--- config.mk ---
export PLATFORM = sky130hd
export DESIGN_NAME = memdec_regbank
export DESIGN_NICKNAME = d
export VERILOG_FILES = /design/src/rtl/memdec_pkg.sv /design/src/rtl/memdec_addr_dec.sv /design/src/rtl/memdec_slot.sv /design/src/rtl/memdec_regbank.sv
export SDC_FILE = /design/constraint.sdc
export NUM_CORES = 1
export LEC_CHECK = 0
export BUFFER_PORTS_ARGS = -buffer_cell sky130_fd_sc_hd__buf_2
export CAP_MARGIN = 20
export CORE_AREA = 5 5 379 381
export DETAILED_ROUTE_END_ITERATION = 6
export DIE_AREA = 0 0 384 386
export MAX_ROUTING_LAYER = met4
export SETUP_SLACK_MARGIN = 0.3
export SLEW_MARGIN = 20
export SYNTH_ARGS = -nofsm -noshare
export SYNTH_HDL_FRONTEND = slang
export SYNTH_SLANG_ARGS = --single-unit
--- constraint.sdc ---
create_clock -name clk -period 11.6 [get_ports clk]
set_input_delay 0.58 -clock clk [delete_from_list [all_inputs] [get_ports clk]]
set_output_delay 0.58 -clock clk [all_outputs]
set_load 0.02 [all_outputs]
--- src/rtl/memdec_pkg.sv ---
package memdec_pkg;

  localparam int unsigned REG_W = 32;

  // fixed offsets within the bank (bytes)
  localparam int unsigned OFS_CAP   = 'h00;
  localparam int unsigned OFS_GLB   = 'h04;
  localparam int unsigned OFS_SLOT0 = 'h10;
  localparam int unsigned SLOT_SHIFT = 5;   // 0x20 bytes per decoder

  // write masks
  localparam logic [REG_W-1:0] MASK_TOP4 = 32'hF000_0000;
  localparam logic [REG_W-1:0] MASK_ALL  = 32'hFFFF_FFFF;
  localparam logic [REG_W-1:0] MASK_CTRL = 32'h0000_13FF;
  localparam logic [REG_W-1:0] MASK_GLB  = 32'h0000_0003;

  localparam int unsigned CTRL_REQ_BIT  = 9;
  localparam int unsigned CTRL_DONE_BIT = 10;
  localparam int unsigned CTRL_ERR_BIT  = 11;

  typedef enum logic [2:0] {
    W_BASE_LO = 3'd0,
    W_BASE_HI = 3'd1,
    W_SIZE_LO = 3'd2,
    W_SIZE_HI = 3'd3,
    W_CTRL    = 3'd4,
    W_TGT_LO  = 3'd5,
    W_TGT_HI  = 3'd6,
    W_HOLE    = 3'd7
  } slot_word_e;

  // encoded decoder count for the capability word
  function automatic logic [3:0] count_code(int unsigned n);
    case (n)
      1:  return 4'h0;
      2:  return 4'h1;
      4:  return 4'h2;
      6:  return 4'h3;
      8:  return 4'h4;
      10: return 4'h5;
      12: return 4'h6;
      14: return 4'h7;
      16: return 4'h8;
      20: return 4'h9;
      24: return 4'hA;
      28: return 4'hB;
      32: return 4'hC;
      default: return 4'h0;
    endcase
  endfunction

  // keep the bits outside the mask, take the bits inside it from the write
  function automatic logic [REG_W-1:0] masked_merge(logic [REG_W-1:0] old_v,
                                                     logic [REG_W-1:0] new_v,
                                                     logic [REG_W-1:0] mask);
    return (old_v & ~mask) | (new_v & mask);
  endfunction

endpackage

--- src/rtl/memdec_addr_dec.sv ---
module memdec_addr_dec
  import memdec_pkg::*;
#(
  parameter int unsigned NUM_DEC = 4,
  parameter int unsigned ADDR_W  = 8
) (
  input  logic [ADDR_W-1:0]  addr_i,
  output logic               cap_hit_o,
  output logic               glb_hit_o,
  output logic [NUM_DEC-1:0] slot_sel_o,
  output logic [2:0]         word_o
);

  localparam logic [ADDR_W-1:0] SLOT0_A = ADDR_W'(OFS_SLOT0);
  localparam logic [ADDR_W-1:0] NUM_A   = ADDR_W'(NUM_DEC);

  logic [ADDR_W-1:0] off;
  logic [ADDR_W-1:0] slot_idx;
  logic              aligned;
  logic              in_slots;

  always_comb begin
    off      = addr_i - SLOT0_A;
    slot_idx = off >> SLOT_SHIFT;
    aligned  = (addr_i[1:0] == 2'b00);
    in_slots = (addr_i >= SLOT0_A) && (slot_idx < NUM_A) && aligned
               && (off[4:2] != W_HOLE);
    word_o   = off[4:2];
    cap_hit_o = (addr_i == ADDR_W'(OFS_CAP));
    glb_hit_o = (addr_i == ADDR_W'(OFS_GLB));
  end

  for (genvar g = 0; g < NUM_DEC; g++) begin : g_sel
    assign slot_sel_o[g] = in_slots && (slot_idx == ADDR_W'(g));
  end

endmodule

--- src/rtl/memdec_slot.sv ---
module memdec_slot
  import memdec_pkg::*;
#(
  parameter bit ENDPOINT = 1'b1
) (
  input  logic             clk,
  input  logic             rst_n,
  input  logic             wr_i,
  input  logic [2:0]       word_i,
  input  logic [REG_W-1:0] wdata_i,
  output logic [63:0]      base_o,
  output logic [63:0]      size_o,
  output logic [31:0]      ctrl_o,
  output logic [63:0]      tgt_o,
  output logic             committed_o,
  output logic [REG_W-1:0] rdata_o
);

  localparam int unsigned NWORDS = 7;
  localparam logic [REG_W-1:0] TGT_LO_MASK = ENDPOINT ? MASK_TOP4 : MASK_ALL;

  function automatic logic [REG_W-1:0] word_mask(logic [2:0] w);
    case (w)
      W_BASE_LO, W_SIZE_LO: return MASK_TOP4;
      W_CTRL:               return MASK_CTRL;
      W_TGT_LO:             return TGT_LO_MASK;
      W_HOLE:               return '0;
      default:              return MASK_ALL;
    endcase
  endfunction

  logic [REG_W-1:0] regs_q [NWORDS];
  logic             done_q;
  logic             ctrl_wr;   // control word write this cycle
  logic [REG_W-1:0] ctrl_view;

  assign ctrl_wr = wr_i && (word_i == W_CTRL);

  always_ff @(posedge clk) begin
    if (!rst_n) begin
      for (int k = 0; k < NWORDS; k++) regs_q[k] <= '0;
      done_q <= 1'b0;
    end else begin
      for (int k = 0; k < NWORDS; k++) begin
        if (wr_i && (word_i == 3'(k)))
          regs_q[k] <= masked_merge(regs_q[k], wdata_i, word_mask(3'(k)));
      end
      if (ctrl_wr) done_q <= wdata_i[CTRL_REQ_BIT];
    end
  end

  // error bit has no setting source inside the bank and reads 0
  always_comb begin
    ctrl_view = regs_q[W_CTRL];
    ctrl_view[CTRL_DONE_BIT] = done_q;
    ctrl_view[CTRL_ERR_BIT]  = 1'b0;
  end

  assign base_o      = {regs_q[W_BASE_HI], regs_q[W_BASE_LO]};
  assign size_o      = {regs_q[W_SIZE_HI], regs_q[W_SIZE_LO]};
  assign tgt_o       = {regs_q[W_TGT_HI],  regs_q[W_TGT_LO]};
  assign ctrl_o      = ctrl_view;
  assign committed_o = done_q;

  always_comb begin
    case (word_i)
      W_CTRL:  rdata_o = ctrl_view;
      W_HOLE:  rdata_o = '0;
      default: rdata_o = regs_q[word_i];
    endcase
  end

  assert_commit_follows_req_R7: assert property (@(posedge clk) disable iff (!rst_n)
    ctrl_wr |=> (committed_o == $past(wdata_i[CTRL_REQ_BIT])) && !ctrl_o[CTRL_ERR_BIT]);

  assert_status_untouched_R8: assert property (@(posedge clk) disable iff (!rst_n)
    !ctrl_wr |=> $stable(committed_o));

  assert_low_words_aligned_R5: assert property (@(posedge clk) disable iff (!rst_n)
    (wr_i && (word_i == W_BASE_LO)) |=> (base_o[27:0] == 28'd0));

endmodule

--- src/rtl/memdec_regbank.sv ---
module memdec_regbank
  import memdec_pkg::*;
#(
  parameter int unsigned NUM_DEC  = 4,
  parameter int unsigned ADDR_W   = 8,
  parameter bit          ENDPOINT = 1'b1
) (
  input  logic                   clk,
  input  logic                   rst_n,
  input  logic                   wr_en_i,
  input  logic [ADDR_W-1:0]      addr_i,
  input  logic [31:0]            wdata_i,
  output logic [31:0]            rdata_o,
  output logic [NUM_DEC*64-1:0]  dec_base_o,
  output logic [NUM_DEC*64-1:0]  dec_size_o,
  output logic [NUM_DEC*32-1:0]  dec_ctrl_o,
  output logic [NUM_DEC*64-1:0]  dec_tgt_o,
  output logic [NUM_DEC-1:0]     dec_committed_o,
  output logic                   poison_en_o,
  output logic                   dec_en_o
);

  localparam logic [3:0] CNT_CODE = count_code(NUM_DEC);

  logic               cap_hit;
  logic               glb_hit;
  logic [NUM_DEC-1:0] slot_sel;
  logic [NUM_DEC-1:0] slot_wr;
  logic [2:0]         word;
  logic               any_hit;
  logic [1:0]         glb_q;
  logic [31:0]        slot_rd [NUM_DEC];

  memdec_addr_dec #(.NUM_DEC(NUM_DEC), .ADDR_W(ADDR_W)) u_dec (
    .addr_i     (addr_i),
    .cap_hit_o  (cap_hit),
    .glb_hit_o  (glb_hit),
    .slot_sel_o (slot_sel),
    .word_o     (word)
  );

  assign slot_wr = slot_sel & {NUM_DEC{wr_en_i}};
  assign any_hit = cap_hit || glb_hit || (|slot_sel);

  for (genvar g = 0; g < NUM_DEC; g++) begin : g_slot
    memdec_slot #(.ENDPOINT(ENDPOINT)) u_slot (
      .clk         (clk),
      .rst_n       (rst_n),
      .wr_i        (slot_wr[g]),
      .word_i      (word),
      .wdata_i     (wdata_i),
      .base_o      (dec_base_o[g*64 +: 64]),
      .size_o      (dec_size_o[g*64 +: 64]),
      .ctrl_o      (dec_ctrl_o[g*32 +: 32]),
      .tgt_o       (dec_tgt_o[g*64 +: 64]),
      .committed_o (dec_committed_o[g]),
      .rdata_o     (slot_rd[g])
    );
  end

  always_ff @(posedge clk) begin
    if (!rst_n) glb_q <= 2'b00;
    else if (wr_en_i && glb_hit) glb_q <= wdata_i[1:0] & MASK_GLB[1:0];
  end

  assign poison_en_o = glb_q[0];
  assign dec_en_o    = glb_q[1];

  always_comb begin
    rdata_o = '0;
    if (cap_hit) rdata_o = {28'd0, CNT_CODE};
    if (glb_hit) rdata_o = {30'd0, glb_q};
    for (int k = 0; k < NUM_DEC; k++)
      if (slot_sel[k]) rdata_o = rdata_o | slot_rd[k];
  end

  assert_one_slot_written_R10: assert property (@(posedge clk) disable iff (!rst_n)
    $onehot0(slot_wr));

  assert_unmapped_reads_zero_R11: assert property (@(posedge clk) disable iff (!rst_n)
    !any_hit |-> (rdata_o == 32'd0));

  assert_unmapped_write_dropped_R11: assert property (@(posedge clk) disable iff (!rst_n)
    (wr_en_i && !any_hit) |=> ($stable(dec_ctrl_o) && $stable(dec_base_o) && $stable(dec_tgt_o)));

  assert_cap_readonly_R2: assert property (@(posedge clk) disable iff (!rst_n)
    cap_hit |-> (rdata_o[31:4] == 28'd0));

endmodule

After elaboration in Yosys (flattened, before gate mapping)
Memories as Yosys holds them, arrays and structs flattened.
Index checks and enable logic that the tools add are counted.

storage, ports and cells
  output and inout bits = 934
  memory bits (writable) = 896
  logic and storage cells = 388
  flip-flop bits (word level) = 6
  memories kept = 4

operators by class
  equality and inequality tests = 12
  reduce and logical (&&, ||, !) cells = 40
  bitwise operators = 145
  mux-type cells = 179
  add/subtract/negate cells = 1
  order comparisons = 2

memories
  name                     depth  width  read ports  clocked after Yosys merged registers in  wr ports  line               text
  g_slot[0].u_slot.regs_q  7      32     8           0                                        7         memdec_slot.sv:32  logic [REG_W-1:0] regs_q [NWORDS];
  g_slot[1].u_slot.regs_q  7      32     8           0                                        7         memdec_slot.sv:32
  g_slot[2].u_slot.regs_q  7      32     8           0                                        7         memdec_slot.sv:32
  g_slot[3].u_slot.regs_q  7      32     8           0                                        7         memdec_slot.sv:32

operator list
  kind                   count
  $mux W32               89
  $and A32 B32 Y32       56
  $or A32 B32 Y32        32
  $not A32 Y32           28
  $pmux W32 S2           4
  $mux W1                85
  $logic_and A1 B1 Y1    36
  $or A1 B1 Y1           28
  $logic_not A8 Y1       2
  $eq A3 B2 Y1 const B   4
  $eq A3 B3 Y1 const B   4
  $eq A8 B3 Y1 const B   1
  $ge A8 B5 Y1 const B   1
  $sub A8 B5 Y8 const B  1
  $eq A3 B1 Y1 const B   2
  $and A4 B4 Y4          1
  $logic_not A3 Y1       1
  $lt A3 B3 Y1 const B   1
  $ne A3 B3 Y1 const B   1
  $logic_not A2 Y1       1
  $mux W2                1

Logic depth before layout (Yosys ltp)
  word-level depth = 14
  gate-level depth with buffers = 10
  gate-level depth less buffers = 7

Cells and area by module
A second synthesis with hierarchy kept.

second synthesis, totals
  cells, all modules = 2204
  area total of the unflattened synthesis = 25279.2 µm²

modules (own cells, without submodules)
  module                               times used  cells each  sequential area each (µm²)  area an instance (µm²)
  memdec_slot at g_slot[0].u_slot ...  2           513         3593.4                      6033.3
  memdec_slot at g_slot[1].u_slot ...  2           513         3593.4                      6010.8
  memdec_regbank                       1           125         40.0                        996.0
  memdec_addr_dec                      1           27          0.0                         195.2

Worst setup path before layout
No wires, ideal clock.

  path type = input to register
  start point = in addr_i[4]
  end point = mem g_slot[2].u_slot.regs_q[6][0], enable pin
  buffers on the path = 2
  data arrival time = 4.366 ns
  slack = 6.769 ns
  stages on the path = 7
  path through = buf_6 -> inv_1 -> ha_1 -> clkbuf_1 -> a21boi_1 -> nand3_1 -> o21ai_0

RTL lines
  element             line                  text
  start: declaration  memdec_regbank.sv:11  input logic [ADDR_W-1:0] addr_i,
  end: declaration    memdec_slot.sv:32

Worst setup path after layout
  start point = in addr_i[4]
  end point = out rdata_o[11]

between the ends
  longest elaborated chain between the ends = 13

ends and longest elaborated chain
  element                                                  line                  text
  branches (longest 12 deep; another with $mem_v2 Z7 W32)  -
  $mux W32 (*)                                             memdec_regbank.sv:74  if (slot_sel[k]) rdata_o = rdata_o | slot_rd[k];
  end: declaration                                         memdec_regbank.sv:13  output logic [31:0] rdata_o,

Mark *: on every way between the ends.

==> run summary <==
Residual DRC = 0
Vias per std cell = 4.039
Post-CTS Setup Inserts = 0
Setup Skew = 0 ps
Adder-cell share of the synthesized area = 0.1034%
Post-synthesis simple-gate area fraction = 10.02%
Post-synthesis compound-gate area fraction = 6.275%
TritonCTS clock tree = built
Worst Hold Class = in2reg
DR WL/cell = 29.26 um
H-tree levels = 2
FMAX = 0.2048 GHz
Critical Path AT = 4300 ps
Clock Sinks = 482
Period minus WS final = 4883 ps
Max-slew violations = 0
Switch share = 31.42%
Die width = 384 um
Area of the multi-input gates = 0.007696 sq mm
Leak = 11.81 nW
Largest family of logic cells by synthesized area = buffers and inverters
GRT Util Overall = 17.24%
Number of global-route vias before repair = 17290
Die ar. = 0.1482 sq mm
Num CTS Buffers = 56
Max-cap viol count = 0
Hpwl dp = 98360 um
Layout cell share with drive strength beyond 1 = 29.50%
Post-synth EDFFs = 476
Yosys reg bits = 482
Ranking of synthesized cells by area = edfxtp_1 (59%), buf_4 (13%), nor2_1 (5.5%), mux2i_1 (5.0%), a22oi_1 (2.7%)
Iteration-0 DRC Markers = 1980
Max clock buf depth = 3
Vert. Die Dim = 386 um
Final Net Count = 2631
Setup TNS = 0 ps
Power Density = 156.5 mW/mm^2
Commonest register cell after synthesis = edfxtp_1
Initial antenna violation count = 17
Worst vdd ir = 0.1021 mV
Initial core utilization = 17.27%
Worst hold slack = 245.9 ps
Xor/xnor share of the synthesized area = 0.1034%
Sequential Power Share = 45.6%
I/O pins = 977
Register area share after synthesis = 59.54%
WS Path Type = in2out
Largest net degree at the start of global routing = 54
Critical Path End Type = output pin
Rel. slew slack = 26.61%
Synth Warn # = 0
Synth Cell Area = 0.02421 sq mm
Status = finished, final reports clean
Total number of vias = 18270
Register area = 0.01441 sq mm
Cell with the most instances after synthesis = edfxtp_1
Buffers added on ports = 560
Total grt overflow = 0
Final setup vio count = 0
Post-CTS resize count = 0
Sw power = 1.453 mW
Cells after Synth = 2057
Yosys top cell by area = edfxtp_1
First-pass iteration count of the detailed router = 5
Startpoint Class = input pin
Final hold vios = 0
Cell internal pwr = 3.172 mW
Clk root buf = clkbuf_16
Fillcell total = 15280
Placer's final routability congestion estimate = 0.9479
Post-synthesis cell type count = 57
Tcrit/Tclk final = 42.10%
Area Growth Syn to Fin = 22.09%
Mux cell area share after synthesis = 8.032%
Hold Buf Count CTS = 0
Routed wire length = 132300 um
Remaining antenna violation count = 0
Synth async-reset ratio = 0%
CP Data Required Time = 11020 ps
Clock transition at the registers of the reported paths = 60 ps
Later-pin clock latency in the skew report = 660 ps
Commonest cells in the synthesized netlist = edfxtp_1 (476), buf_4 (425), nor2_1 (354)
Clock share of power = 38.5%
Logic pwr share = 15.9%
Core area = 0.1402 sq mm
Top cell type's share of synthesized area = 59.05%
Rows = 138
RSZ-0062 raised after global routing = false
Worst-Margin Slew = 1096 ps
Synthesized area per cell = 11.77 sq um
Worst-path fanout max = 47
First-pass GRT wire length = 167000 um
[path summary, 6_finish.rpt]
path	slack (ps)	to	from	depth (start not counted)
setup reg to reg	10490	g_slot[0].u_slot.committed_o$_SDFFE_PN0P_	g_slot[0].u_slot.committed_o$_SDFFE_PN0P_	2
hold reg to reg	570	glb_q[1]$_SDFFE_PN0P_	glb_q[1]$_SDFFE_PN0P_	2
setup / recovery	6720	rdata_o[11]	addr_i[4]	11
hold / removal	250	glb_q[0]$_SDFFE_PN0P_	wdata_i[0]	3
[sequential cells by signal (all words and copies together) (netlist names)]
signal,cells
g_slot.u_slot.regs_q,476
g_slot.u_slot.committed_o,4
glb_q,2
[per-stage QoR]
step                      cells  area, sq um  power [mW]  utilization (%)  setup slack, ps
final                      4523        29550       4.625            21.08             6717
after global routing       4521        29550       4.769            21.08             6507
after CTS                  4516        29510       4.661            21.05             6656
after detailed placement   4417        27730       2.881            19.78             6315
after global placement     4417        27730       2.879            19.78             6520
after floorplan            2472        25760       2.641                -             6769
[layout make-up]
class | instances | share of cell area, %
diodes | 6 | 0.05080
clock buffers | 65 | 5.000
clock inverters | 34 | 1.029
inverters | 35 | 0.4445
multi-input cells | 1409 | 26.04
flip-flops and latches | 482 | 48.77
well taps | 1890 | 8.002
repair buffers | 602 | 10.66
[cells in the final DEF, fill, tap and decap left out, types with 3 or more instances in the layout]
master      synthesis  final
buf_4             425     42
a22oi_1            88     88
buf_2              36    558
nor4_4              2      4
o2111ai_1           3      3
clkbuf_1           74      7
o22ai_1            47     47
o221ai_1            7      7
o21ai_4             0      5
nand3_1            22     20
nor2_1            354    354
nand2_4             0      7
bufinv_16           0      4
clkbuf_16           0     58
nand2_1           170    154
nand4_1             3      3
o21ai_0            71     67
mux4_2             16     16
and3_1              5      5
diode_2             0      6
nor3_1              4      4
dfxtp_1             6      6
clkinv_1            0     11
clkinv_2            0      7
edfxtp_1          476    476
conb_1              1    416
nor2b_1             7      5
clkinv_4            0      3
nand2_2             0      9
inv_1              35     35
mux2i_1           120    120
clkinvlp_4          0      6
mux2_2             34     34
[cell families (layout without fill, tap and decap cells)]
kind of cell | after synthesis | count (layout)
simple gates | 587 | 587
buf+inv | 581 | 736
flops | 482 | 482
compound gates | 232 | 232
mux | 170 | 170
fa+ha+maj | 2 | 2
xor+xnor | 2 | 2
other cells | 1 | 422
[critical path, stage by stage]
cell	delay, ps
buf_2	80
buf_4	450
inv_1	260
ha_1	350
xor2_2	710
nand2_1	290
nor4_4	670
buf_4	470
nand2_1	110
nand2_1	100
buf_2	180
[power by group through the flow]
stage	sequential (mW)	combinational [mW]	clock (mW)
final	2.11	0.737	1.78
after global routing	2.11	0.774	1.88
after CTS	2.11	0.740	1.81
after detailed placement	2.14	0.739	0
after global placement	2.14	0.738	0
after floorplan	2.24	0.404	0
[metal layers]
metal | global-route usage, % | part of all wire (%) | vias to the layer above
met2 | 27.56 | 47 | 1327
met5 | - | 0 | -
li1 | - | - | 7475
met4 | 4.364 | 2.9 | 0
met1 | 21.50 | 40 | 9296
met3 | 4.973 | 10 | 169
Note: power is estimated with default switching activity, not from simulation.
